File: config.mk
export PLATFORM = sky130hd
export DESIGN_NAME = dual_read_sched
export DESIGN_NICKNAME = d
export VERILOG_FILES = /design/src/rtl/dual_read_sched.sv
export SDC_FILE = /design/constraint.sdc
export NUM_CORES = 1
export LEC_CHECK = 0
export CORE_ASPECT_RATIO = 1.75
export CORE_MARGIN = 8
export CORE_UTILIZATION = 30
export CTS_CLUSTER_DIAMETER = 40
export DETAILED_ROUTE_END_ITERATION = 8
export PLACE_DENSITY = 0.48
export SLEW_MARGIN = 25
export SYNTH_ARGS = -nofsm -noshare
export SYNTH_HDL_FRONTEND = slang
export SYNTH_SLANG_ARGS = --single-unit
File: constraint.sdc
create_clock -name clk -period 13.31 [get_ports clk]
set_input_delay 1.331 -clock clk [delete_from_list [all_inputs] [get_ports clk]]
set_output_delay 1.331 -clock clk [all_outputs]
set_load 0.02 [all_outputs]
File: src/rtl/dual_read_sched.sv
module dual_read_sched #(
  parameter int NCORES = 4,
  parameter int QDEPTH = 4,
  parameter int TARB   = 3,
  parameter int TRAC   = 8,
  parameter int BURST  = 4,
  localparam int CW = (NCORES > 1) ? $clog2(NCORES) : 1,
  localparam int WW = (BURST > 1) ? $clog2(BURST) : 1
) (
  input  logic                 clk,
  input  logic                 rst_n,
  input  logic [NCORES-1:0]    req_valid,
  input  logic [NCORES-1:0]    req_write,
  input  logic [NCORES*WW-1:0] req_word,
  output logic [NCORES-1:0]    grant,
  output logic [1:0]           cmd_valid,
  output logic [2*CW-1:0]      cmd_core,
  output logic [1:0]           beat_valid,
  output logic [1:0]           beat_first,
  output logic [1:0]           beat_last,
  output logic [2*CW-1:0]      beat_core,
  output logic [2*WW-1:0]      beat_word
);
  localparam int TFIRST = TARB + TRAC - 1;
  localparam int TLAST  = TFIRST + BURST - 1;
  localparam int TW     = $clog2(TLAST + 1);
  localparam int QW     = $clog2(QDEPTH + 1);

  logic [CW-1:0] q_core [QDEPTH];
  logic [WW-1:0] q_word [QDEPTH];
  logic [QW-1:0] q_cnt;
  logic [CW-1:0] nq_core [QDEPTH];
  logic [WW-1:0] nq_word [QDEPTH];
  logic [QW-1:0] nq_cnt;

  logic [1:0]    ch_busy;
  logic [TW-1:0] ch_t    [2];
  logic [CW-1:0] ch_core [2];
  logic [WW-1:0] ch_word [2];

  logic       pop0, pop1;
  logic [1:0] load;
  logic [1:0] npop;

  always_comb begin
    int left;
    left = QDEPTH - int'(q_cnt);
    grant = '0;
    for (int i = 0; i < NCORES; i++) begin
      if (req_valid[i] && req_write[i]) grant[i] = 1'b1;
      else if (req_valid[i] && left > 0) begin
        grant[i] = 1'b1;
        left = left - 1;
      end
    end
  end

  assign pop0 = (q_cnt != '0) && (ch_busy != 2'b11);
  assign pop1 = (int'(q_cnt) >= 2) && (ch_busy == 2'b00);
  assign npop = {1'b0, pop0} + {1'b0, pop1};
  assign load[0] = pop0 && !ch_busy[0];
  assign load[1] = (pop0 && ch_busy[0]) || pop1;

  always_comb begin
    int wp;
    for (int k = 0; k < QDEPTH; k++) begin
      if (k + int'(npop) < QDEPTH) begin
        nq_core[k] = q_core[k + int'(npop)];
        nq_word[k] = q_word[k + int'(npop)];
      end else begin
        nq_core[k] = '0;
        nq_word[k] = '0;
      end
    end
    wp = int'(q_cnt) - int'(npop);
    for (int i = 0; i < NCORES; i++) begin
      if (grant[i] && !req_write[i] && wp < QDEPTH) begin
        nq_core[wp] = CW'(i);
        nq_word[wp] = req_word[i*WW +: WW];
        wp = wp + 1;
      end
    end
    nq_cnt = QW'(wp);
  end

  always_ff @(posedge clk) begin
    if (!rst_n) begin
      q_cnt <= '0;
      for (int k = 0; k < QDEPTH; k++) begin
        q_core[k] <= '0;
        q_word[k] <= '0;
      end
    end else begin
      q_cnt <= nq_cnt;
      for (int k = 0; k < QDEPTH; k++) begin
        q_core[k] <= nq_core[k];
        q_word[k] <= nq_word[k];
      end
    end
  end

  for (genvar c = 0; c < 2; c++) begin : g_ch
    logic [CW-1:0] src_core;
    logic [WW-1:0] src_word;
    logic [TW-1:0] beat_idx;
    assign src_core = (c == 1 && pop1) ? q_core[1] : q_core[0];
    assign src_word = (c == 1 && pop1) ? q_word[1] : q_word[0];

    always_ff @(posedge clk) begin
      if (!rst_n) begin
        ch_busy[c] <= 1'b0;
        ch_t[c]    <= '0;
        ch_core[c] <= '0;
        ch_word[c] <= '0;
      end else if (load[c]) begin
        ch_busy[c] <= 1'b1;
        ch_t[c]    <= '0;
        ch_core[c] <= src_core;
        ch_word[c] <= src_word;
      end else if (ch_busy[c]) begin
        if (ch_t[c] == TW'(TLAST)) ch_busy[c] <= 1'b0;
        else ch_t[c] <= ch_t[c] + 1'b1;
      end
    end

    assign beat_idx = ch_t[c] - TW'(TFIRST);
    assign cmd_valid[c]  = ch_busy[c] && (ch_t[c] == TW'(TARB - 1));
    assign beat_valid[c] = ch_busy[c] && (ch_t[c] >= TW'(TFIRST));
    assign beat_first[c] = ch_busy[c] && (ch_t[c] == TW'(TFIRST));
    assign beat_last[c]  = ch_busy[c] && (ch_t[c] == TW'(TLAST));
    assign cmd_core[c*CW +: CW]  = ch_core[c];
    assign beat_core[c*CW +: CW] = ch_core[c];
    assign beat_word[c*WW +: WW] = ch_word[c] + beat_idx[WW-1:0];


    last_then_idle_chk: assert property (@(posedge clk) disable iff (!rst_n)
      beat_last[c] |=> !beat_valid[c]);

    word_advance_chk: assert property (@(posedge clk) disable iff (!rst_n)
      (beat_valid[c] && !beat_last[c]) |=> (beat_valid[c] &&
        beat_word[c*WW +: WW] == WW'($past(beat_word[c*WW +: WW]) + 1'b1) &&
        $stable(beat_core[c*CW +: CW])));

    first_is_beat_chk: assert property (@(posedge clk) disable iff (!rst_n)
      beat_first[c] |-> (beat_valid[c] && !$past(beat_valid[c])));
  end


  q_bound_chk: assert property (@(posedge clk) disable iff (!rst_n)
    int'(q_cnt) <= QDEPTH);

  grant_room_chk: assert property (@(posedge clk) disable iff (!rst_n)
    ($countones(grant & ~req_write) <= QDEPTH - int'(q_cnt)) && ((grant & ~req_valid) == '0));
endmodule

# After elaboration in Yosys (flattened, before gate mapping)

Memory sizes are Yosys's and may differ from the RTL's.
Cells that the tools add are included.

Register bits: 5
RAM bits: 32
Input bits: 18
Output and inout bits: 24
Word-level logic and storage cells: 210
Memories kept: 5

Memories:

| memory  | words | bits a word | rd ports | clocked after memory_dff | wr ports | RTL line | RTL |
|---|---|---|---|---|---|---|---|
| ch_t    | 2     | 4           | 2        | 0                        | 2        | 37       | `logic [TW-1:0] ch_t [2];` |
| q_core  | 4     | 2           | 6        | 0                        | 4        | 29       | `logic [CW-1:0] q_core [QDEPTH];` |
| q_word  | 4     | 2           | 6        | 0                        | 4        | 30       | `logic [WW-1:0] q_word [QDEPTH];` |
| ch_core | 2     | 2           | 2        | 0                        | 2        | 38       | `logic [CW-1:0] ch_core [2];` |
| ch_word | 2     | 2           | 2        | 0                        | 2        | 39       | `logic [WW-1:0] ch_word [2];` |

$add $sub $neg: 19
$lt $le $gt $ge: 23
Eq/ne operators: 7
Mux-type cells: 84
Bitwise gates (word level): 29
Reduce and logical (&&, ||, !) cells: 40

Operators with widths:

| operator                                                                              | number |
|---|---|
| 32-bit 2-to-1 mux                                                                     | 9 |
| 32-bit by 4-bit less-than comparator with 1-bit output (second input constant)        | 6 |
| 32-bit by 3-bit greater-or-equal comparator with 1-bit output (second input constant) | 4 |
| 32-bit by 1-bit less-than comparator with 1-bit output (second input constant)        | 4 |
| 32-bit inverter                                                                       | 4 |
| 32-bit by 1-bit > comparator with 1-bit output (second input constant)                | 3 |
| 32-bit by 2-bit adder with 32-bit output (second input constant)                      | 2 |
| 8-bit 2-to-1 mux                                                                      | 8 |
| 32-bit by 2-bit subtractor with 32-bit output (second input constant)                 | 2 |
| 2-bit 2-to-1 mux                                                                      | 26 |
| 8-bit bitwise mux                                                                     | 4 |
| 1-bit logical AND                                                                     | 32 |
| 1-bit 2-to-1 mux                                                                      | 28 |
| 2-bit demux with 2-bit select                                                         | 4 |
| 4-bit == test (second input constant)                                                 | 4 |
| 4-bit 2-to-1 mux                                                                      | 4 |
| 1-bit OR                                                                              | 16 |
| 4-bit by 1-bit adder with 4-bit output (second input constant)                        | 2 |
| 4-bit AND                                                                             | 2 |
| 8-bit AND                                                                             | 1 |
| 4-bit by 2-bit == test with 1-bit output (second input constant)                      | 2 |
| 4-bit greater-or-equal comparator (second input constant)                             | 2 |
| 4-bit inverter                                                                        | 2 |
| 8-bit inverter                                                                        | 1 |
| other kinds (22)                                                                      | 30 |

# Depth between registers and ports, before layout

Word-level depth: 24
Depth in mapped cells: 34
Depth with buffers taken out: 31

# Worst setup path before layout

Ideal clock, no wire load.

Path kind: in2out
Start point: input req_write[0]
End point: output grant[3]
Data arrival time: 5.038 ns
Required time: 11.979 ns
Setup slack: 6.941 ns
Cell stages on the path: 20
Path buffers: 2
Path through: and2b_1 buf_6 and3_1 xnor2_1 ha_1 o221ai_2 nand2_1 buf_2 nand2_1 nand2_1 ha_1 inv_1 or3_1 or3_1 a2bb2oi_1 mux2i_1 a2bb2oi_1 nor3_1 a311oi_1 o21a_1

Word-level cells in the longest chain between the ends: 14
Elaborated cells on any way between the ends: 16
Those cells by class: 2 x add/sub; 3 x order compare; 7 x mux; 4 x reduce/logical

Ends and longest elaborated chain:

| item                                               | RTL line | RTL |
|---|---|---|
| from (decl)                                        | 13       | `input logic [NCORES-1:0] req_write,` |
| 1-bit logical AND (*)                              | 50       | `if (req_valid[i] && req_write[i]) grant[i] = 1'b1;` |
| 32-bit 2-to-1 mux (*)                              | 50       |  |
| 32-bit by 1-bit > comparator with 1-bit output     | 51       | `else if (req_valid[i] && left > 0) begin` |
| 1-bit logical AND                                  | 51       |  |
| 32-bit 2-to-1 mux                                  | 51       |  |
| 32-bit 2-to-1 mux (*)                              | 50       |  |
| 32-bit by 1-bit > comparator with 1-bit output     | 51       |  |
| 1-bit logical AND                                  | 51       |  |
| 32-bit 2-to-1 mux                                  | 51       |  |
| 32-bit 2-to-1 mux (*)                              | 50       |  |
| 32-bit by 1-bit > comparator with 1-bit output (*) | 51       |  |
| 1-bit logical AND (*)                              | 51       |  |
| 1-bit 2-to-1 mux (*)                               | 51       |  |
| 1-bit 2-to-1 mux (*)                               | 50       |  |
| to (decl)                                          | 15       | `output logic [NCORES-1:0] grant,` |

Every way passes the cells marked *; elsewhere a longest branch is shown, timed or not.

# Worst setup path in the final report

Start point: register q_cnt[0]
End point: output grant[3]

Word-level cells in the longest chain between the ends: 17
Elaborated cells on any way between the ends: 20
Those cells by class: 4 x add/sub; 4 x order compare; 8 x mux; 4 x reduce/logical

Ends and longest elaborated chain:

| item                                               | RTL line | RTL |
|---|---|---|
| from (decl)                                        | 31       | `logic [QW-1:0] q_cnt;` |
| from (signal assigned)                             | 94       | `q_cnt <= nq_cnt;` |
| 3-bit by 3-bit subtractor with 4-bit output (*)    | 47       | `left = QDEPTH - int'(q_cnt);` |
| 4-bit by 1-bit > comparator with 1-bit output      | 51       |  |
| 1-bit logical AND                                  | 51       |  |
| 32-bit 2-to-1 mux                                  | 51       |  |
| 32-bit 2-to-1 mux (*)                              | 50       |  |
| 32-bit by 1-bit > comparator with 1-bit output     | 51       |  |
| 1-bit logical AND                                  | 51       |  |
| 32-bit 2-to-1 mux                                  | 51       |  |
| 32-bit 2-to-1 mux (*)                              | 50       |  |
| 32-bit by 1-bit > comparator with 1-bit output     | 51       |  |
| 1-bit logical AND                                  | 51       |  |
| 32-bit 2-to-1 mux                                  | 51       |  |
| 32-bit 2-to-1 mux (*)                              | 50       |  |
| 32-bit by 1-bit > comparator with 1-bit output (*) | 51       |  |
| 1-bit logical AND (*)                              | 51       |  |
| 1-bit 2-to-1 mux (*)                               | 51       |  |
| 1-bit 2-to-1 mux (*)                               | 50       |  |

Marks and branches as above.

==> reports/results.tsv <==
metric	value	unit
syn_inst	630	
required	11980	ps
max_stage_delay	630	ps
multiInputGateArea	3800	um^2
rows	62	
synth-async-reset-ratio	0	%
clock_sinks	37	
hp-start	q_core[1][0]	
synth_area_leaders	ha_1 (12%), edfxtp_1 (9.6%), dfxtp_1 (8.4%)	
rsz0062_at_grt	no	
run_status	finished, final reports clean	
max_cap_viol_count	0	
cts_max_level	2	
yosys_most_used_dff	dfxtp_1	
slowest_stage	ha_1	
tns	0	ps
place_area	5550	um^2
setup_viol	0	
synth_most_common_cell	nand2_1	
grt_pass1_vias	5158	
drtIter0Drc	255	
ant_nets	0	
crit_path_cell_trace	inv_1 > ha_1 > ha_1 > nand2_1 > and3_1 > xnor2_1 > ha_1 > o221ai_2 > nand2_1 > nand2_1 > nand2_1 > ha_1 > inv_1 > or3_1 > nor4_1 > a21o_1 > a21oi_2 > o211ai_1 > nor3_1 > a311oi_1 > o21a_1 > clkdlybuf4s50_1	
ys_types	84	
yosys.area.top_type	ha_1	
die_area	21200	um^2
place.gp.congestion	0.914	
dpl.hpwl	14.1	mm
fp.dieW	113	um
postCtsHoldBufs	0	
root_buffer	clkbuf_16	
wl_per_cell	19.4	um
cts-resized-gates	0	
synthTopCellsByCount	nand2_1 (89), ha_1 (47), inv_1 (39)	
fin_area	5730	um^2
skew	5.84	ps
worstSetupEndpointType	primary output	
cts_buffers	5	
rr_endpoint	q_cnt[1]	
final_max_slew_viol_count	0	
r2r_cells	27	
ys_seq_area_share	18.1	%
clkSlewWorstSetupHoldPaths	60	ps
insertion_delay	290	ps
hp-class	flop to flop	
min_to	ch_core[1][0]	
die_y	187	um
areaGrowthSynthToFinish	14.8	%
via_per_inst	5.61	
crit_type	flop to primary output	
vias	4928	
arrival	7070	ps
netlist_area	4990	um^2
fmax	119	MHz
avgSynthCellArea	7.92	um^2
n_antenna_cell	0	
grt_start_max_net_pins	22	
cts_setup_buffers	0	
worst_pin_slew	904	ps
reg2reg_from	q_cnt[0]	
dr.pass1.iters	5	
boundaryPins	42	
ys_warn_count	0	
routed_wl	17.0	mm
synth_edf_count	16	
final_util	35.0	%
ys_ff_latch	37	
port_buffers	41	
drive_gt1_share	8.10	%
slew_headroom	39.2	%
hold_viol_final	0	
post-route-period-util	63.1	%
regArea	901	um^2
fillCellCount	1729	
yosysTopAreaCellShare	11.8	%
cts_max_path_buffers	2	
cp_max_fo	14	
grt_remaining_overflow	0	
crit_buf_inv	3	
crit_family	simple AND/OR/NAND/NOR gates	
core	16400	um^2
drc	0	
track_usage	16.1	%
syn_nets	696	
cts_tree	yes	
timing.reg2reg.setup_slack	5530	ps
critical_path_depth	22	
min_period	8400	ps
grt_pass1_wl	27.2	mm
startpoint_type	flop	
initial_core_util	30.5	%
hold_depth	2	
grt_antenna_before_repair	0	
nets	719	
## worst max-delay path by stage
stage	start	slack [ps]	end
global route	q_cnt[0]	4150	grant[3]
global placement	req_write[0]	5510	grant[3]
CTS	q_cnt[0]	4970	grant[3]
floorplan	req_write[0]	6940	grant[3]
detailed placement	req_write[0]	5280	grant[3]
finish	q_cnt[0]	4910	grant[3]
## layout by cell type, fill, tap and decap left out, types with 4 or more instances in the layout
master / instances
nand2_1: 89
ha_1: 47
clkdlybuf4s50_1: 41
inv_1: 39
a21oi_1: 37
nor2_1: 35
o21ai_0: 31
nor3_1: 25
mux2i_1: 21
dfxtp_1: 21
nand3_1: 18
edfxtp_1: 16
nand2b_1: 15
a31oi_1: 13
a211oi_1: 11
xnor2_1: 11
or3_1: 11
nand4_1: 10
o211ai_1: 9
and2_1: 9
mux4_2: 8
o21a_1: 7
nor2b_1: 7
o21ai_2: 5
xor2_1: 5
o21ai_1: 5
clkbuf_16: 5
a21o_1: 4
nor4_1: 4
a41oi_1: 4
a311oi_1: 4
o31ai_1: 4
a2bb2oi_1: 4
or2_1: 4
mux2_2: 4
## per-stage QoR
step	hold WS, ps	setup WS, ps	cells
4_1_cts	629	4970	878
2_1_floorplan	559	6940	630
3_5_place_dp	617	5280	870
5_1_grt	657	4150	878
6_report	641	4910	878
3_3_place_gp	611	5510	870
## per-layer routing
layer / vias up / global-route usage (%) / routed length, um
met2: 140 / 33.2 / 9910
li1: 2381 / - / -
met1: 2363 / 14.3 / 5720
met3: 44 / 1.29 / 428
met5: - / 0 / 0
met4: 0 / 9.48 / 949
## worst register-to-register path, cell delays in order, from the launching register on
cell and delay, ps:
dfxtp_1 570, inv_1 210, ha_1 240, nor3_1 140, or3_1 270, inv_1 150, ha_1 300, buf_4 290
ha_1 250, inv_1 60, fa_1 630, ha_1 430, and3_4 280, o21ai_0 190, a22oi_1 490, nand2_1 110
ha_1 340, nand2b_1 200, nor3_1 340, a2bb2oi_1 210, nor3_1 60, a31oi_1 160, o211a_1 220, o211ai_1 150
a2111oi_4 380, a31oi_1 170, nor2b_1 250, mux2i_1 510
## sequential cells by signal, summed over array words and instances (netlist names)
name	cells
q_cnt	3
ch_t	8
ch_busy	2
q_word	8
q_core	8
ch_core	4
ch_word	4
## cell families (layout without fill, tap and decap cells)
group | Yosys count | count (layout) | share of synthesized area, %
simple gates | 253 | 253 | 26.2
compound gates | 176 | 176 | 25.9
buf+inv | 66 | 90 | 5.79
fa+ha+maj | 48 | 48 | 12.2
flops | 37 | 37 | 18.1
mux | 33 | 33 | 8.73
xor+xnor | 17 | 17 | 3.14
## area by class of cell
class / instances / share of cell area, %
clock buffers: 6 / 2.42
clock inverters: 2 / 0.655
inverters: 39 / 2.56
multi-input cells: 527 / 66.3
flip-flops and latches: 37 / 15.7
well taps: 224 / 4.89
repair buffers: 43 / 7.43
Power is not shown: default switching activity piles up to over one toggle a cycle in this logic, so the estimate is an artifact.
